--- src/rtl/status_flags.sv ---
module status_flags #(
  parameter int AW = 6,
  parameter logic [AW-1:0] ADDR = 6'h3F,
  parameter int NIRQ = 4
) (
  input  logic            clk,
  input  logic            rst_n,
  input  logic [AW-1:0]   io_addr,
  input  logic            io_wr,
  input  logic [7:0]      io_wdata,
  output logic [7:0]      io_rdata,
  input  logic [7:0]      alu_upd,
  input  logic [7:0]      alu_val,
  input  logic            bst,
  input  logic [2:0]      bit_sel,
  input  logic [7:0]      opnd,
  output logic [7:0]      bld_out,
  input  logic [NIRQ-1:0] irq_req,
  input  logic [NIRQ-1:0] irq_mask,
  output logic [NIRQ-1:0] irq_pend,
  input  logic            irq_take,
  input  logic            reti,
  output logic [7:0]      flags
);
  localparam int IB = 7, TB = 6, SB = 4, VB = 3, NB = 2;

  logic [7:0] sr, nxt;
  wire hit = (io_addr == ADDR);

  always_comb begin
    nxt = (io_wr && hit) ? io_wdata : ((sr & ~alu_upd) | (alu_val & alu_upd));
    if (bst) nxt[TB] = opnd[bit_sel];
    if (irq_take) nxt[IB] = 1'b0;
    else if (reti) nxt[IB] = 1'b1;
    nxt[SB] = nxt[NB] ^ nxt[VB];
  end

  always_ff @(posedge clk) begin
    if (!rst_n) sr <= '0;
    else        sr <= nxt;
  end

  always_comb begin
    bld_out = opnd;
    bld_out[bit_sel] = sr[TB];
  end

  assign flags    = sr;
  assign io_rdata = hit ? sr : 8'h00;
  assign irq_pend = irq_req & irq_mask & {NIRQ{sr[IB]}};
endmodule


--- config.mk ---
export PLATFORM = sky130hd
export DESIGN_NAME = status_flags
export DESIGN_NICKNAME = d
export VERILOG_FILES = /design/src/rtl/status_flags.sv
export SDC_FILE = /design/constraint.sdc
export NUM_CORES = 1
export LEC_CHECK = 0
export ABC_CLOCK_PERIOD_IN_PS = 4400
export BUFFER_PORTS_ARGS = -buffer_cell sky130_fd_sc_hd__buf_4
export CORE_MARGIN = 2
export CORE_UTILIZATION = 36
export DETAILED_ROUTE_END_ITERATION = 12
export PLACE_DENSITY_LB_ADDON = 0.08
export SLEW_MARGIN = 20
export SYNTH_ARGS = -nofsm -noshare
export SYNTH_HDL_FRONTEND = slang
export SYNTH_SLANG_ARGS = --single-unit
--- constraint.sdc ---
create_clock -name clk -period 4.4 [get_ports clk]
set_clock_uncertainty 0.2 [all_clocks]
set_input_delay 0.88 -clock clk [delete_from_list [all_inputs] [get_ports clk]]
set_output_delay 0.88 -clock clk [all_outputs]
set_load 0.005 [all_outputs]
==> reports/results.ini <==
[placement]
place.detailed.hpwl_um=1920
port_buffers=79
gp_congestion=0.682

[worst_hold_path]
hold_class=flop to flop

[cts]
clock_latency_ns=0.26
cts-root-buf=clkbuf_4
clock-sinks=8
cts_tree=done
clockBufferDepth=2
post_cts_resize_count=0
cts_hold_buf=0
cts_inserted_buffers=3
cts_setup_buffers=0
clk_pin_slew_worst_paths_ns=0.05
htree_levels=1

[critical_path]
crit_start=bit_sel[0]
worst_setup_path_start_kind=input pin
r2r_slack_ns=3.19
crit_required_ns=3.32
crit_arrival_ns=1.91
worstSetupPathType=input pin to output port
crit_path_max_fanout=8
endpoint_kind=output port

[global_route]
grt_pass1_wl_um=3780
grt_antenna_before_repair=0
grt_pass1_vias=897
gr-total-overflow=0
grt_max_degree=15
grtUsageTotal=0.198

[timing]
finalHoldViolCount=0
layout_min_cycle_time_ns=2.99
max_freq_mhz=335
tightest_slew_ns=0.455
report.final.slew_viol_count=0
rsz0062_at_grt=no
period_share=0.679
slew_headroom=0.695
setup_viol_count_final=0
worst_hold_slack_ns=0.436
fin_tns_setup_ns=0

[status]
outcome=complete, no violations

[floorplan]
initial_utilization=0.378
coreArea_um2=1940
pin_count=83
die_h_um=49.2
rows=16
die-width_um=49.2
die_area_um2=2420

[synth]
ys_warn_count=0
yosysTopAreaCell=dfxtp_1
syn-cell-area_um2=734
synth_top_cell_area_share=0.218
synthCells=88
syn_nets=143
ys_seq_area_frac=0.218
ys_types=30
synthTopCellsByArea=dfxtp_1 22%, mux2i_1 12%, mux2_2 11%
syn_avg_cell_area_um2=8.35
ys_ff_latch=8

[power_and_ir_drop]
p_clk_frac=0.252
p_leak_nw=0.766
p_comb_frac=0.393
swShare=0.267
powerDensity_nw_per_um2=172
intPower_mw=0.171
seqPwrFrac=0.355
ir_drop_mv=0.189
power.switching_mw=0.0622

[finish]
register_area_um2=160
area_growth_pct=84.0
multiInputGateArea_um2=528
antenna_cells=0
filler_cell_count=181
fin_nets=221
drive_gt1_frac=0.561

[drt]
drt-initial-drc-count=3
wl_per_cell_um=11.7
routed_wl_um=2240
ant_nets=0
drc=0
dr.pass1.iters=3
via_per_inst=4.80
vias=917

[run]
cap_violations=0

## kinds of logic after synthesis
family	share of synthesized area
and+or+nand+nor	0.278
muxes	0.245
AOI/OAI and AO/OA	0.172
buffers and inverters	0.0630
DFF	0.218
xor gates and xnor gates	0.0239
## cells in the final DEF (no fill, tap or decap), drive strengths merged
cell    count
a21o        1
a21oi       2
a22oi       1
and2       10
and3        5
buf        79
clkbuf      3
dfxtp       8
inv         3
mux2        8
mux2i       9
nand2       9
nand2b      1
nand3       3
nand4       1
nor2        1
nor2b       2
nor3        3
o211a       6
o21ai       3
o221a       1
o221ai      1
or2         1
or3         1
xnor2       1
xor2        1
## stage by stage
step	utilization	cells	area, um^2	total power [mW]	worst slack, ns
6_report	0.696	191	1350	0.233	1.41
3_3_place_gp	0.684	188	1330	0.174	1.42
2_1_floorplan	-	88	734	0.119	1.60
3_5_place_dp	0.684	188	1330	0.177	1.41
5_1_grt	0.696	191	1350	0.249	1.35
4_1_cts	0.696	191	1350	0.236	1.41
## critical path, stage by stage
cell    delay, ns
buf_4        0.14
inv_4        0.05
or3_4        0.39
mux2_1       0.32
buf_4        0.14
## cell usage after synthesis
cell type and instances:
mux2_2 7, o221ai_2 1, nand2b_1 1, and2_1 10
or3_4 1, a21oi_1 2, mux2i_1 9, o211a_1 6
mux2_1 1, nor2_1 1, inv_4 1, inv_1 2
and3_1 5, buf_2 2, buf_1 2, xnor2_1 1
clkbuf_1 1, dfxtp_1 8, buf_6 1, o21ai_0 3
nand4_1 1, nor3_1 3, xor2_1 1, nand3_1 3
o221a_1 1, nand2_1 9, a22oi_1 1, or2_1 1
nor2b_1 2, a21o_1 1
## power by group through the flow
| stage | registers (mW) | logic, mW | clock network, mW |
|---|---|---|---|
| floorplan | 0.0827 | 0.0361 | 0 |
| global placement | 0.0839 | 0.0898 | 0 |
| detailed placement | 0.0842 | 0.0924 | 0 |
| CTS | 0.0827 | 0.0926 | 0.0609 |
| global route | 0.0838 | 0.100 | 0.0651 |
| finish | 0.0827 | 0.0914 | 0.0586 |
## worst paths after layout
check                    end  cells past startpoint
setup / recovery  bld_out[1]                      5
hold / removal          flop                      3
setup reg to reg        flop                      3
hold reg to reg         flop                      3
## routing by layer
layer | GRT usage | wire length (um) | share of wire | vias up
met4 | 0.0952 | 36 | 0.016 | 0
met2 | 0.372 | 1240 | 0.55 | 32
met3 | 0.0276 | 125 | 0.056 | 5
li1 | - | - | - | 467
met1 | 0.213 | 837 | 0.37 | 413
met5 | 0 | 0 | 0 | -
## cell type report
cell class | instances | area share
repair buffers | 79 | 0.439
multi-input cells | 71 | 0.391
flip-flops and latches | 8 | 0.119
well taps | 27 | 0.0250
clock buffers | 3 | 0.0167
inverters | 3 | 0.0102
Power figures use the tool's default switching activity.
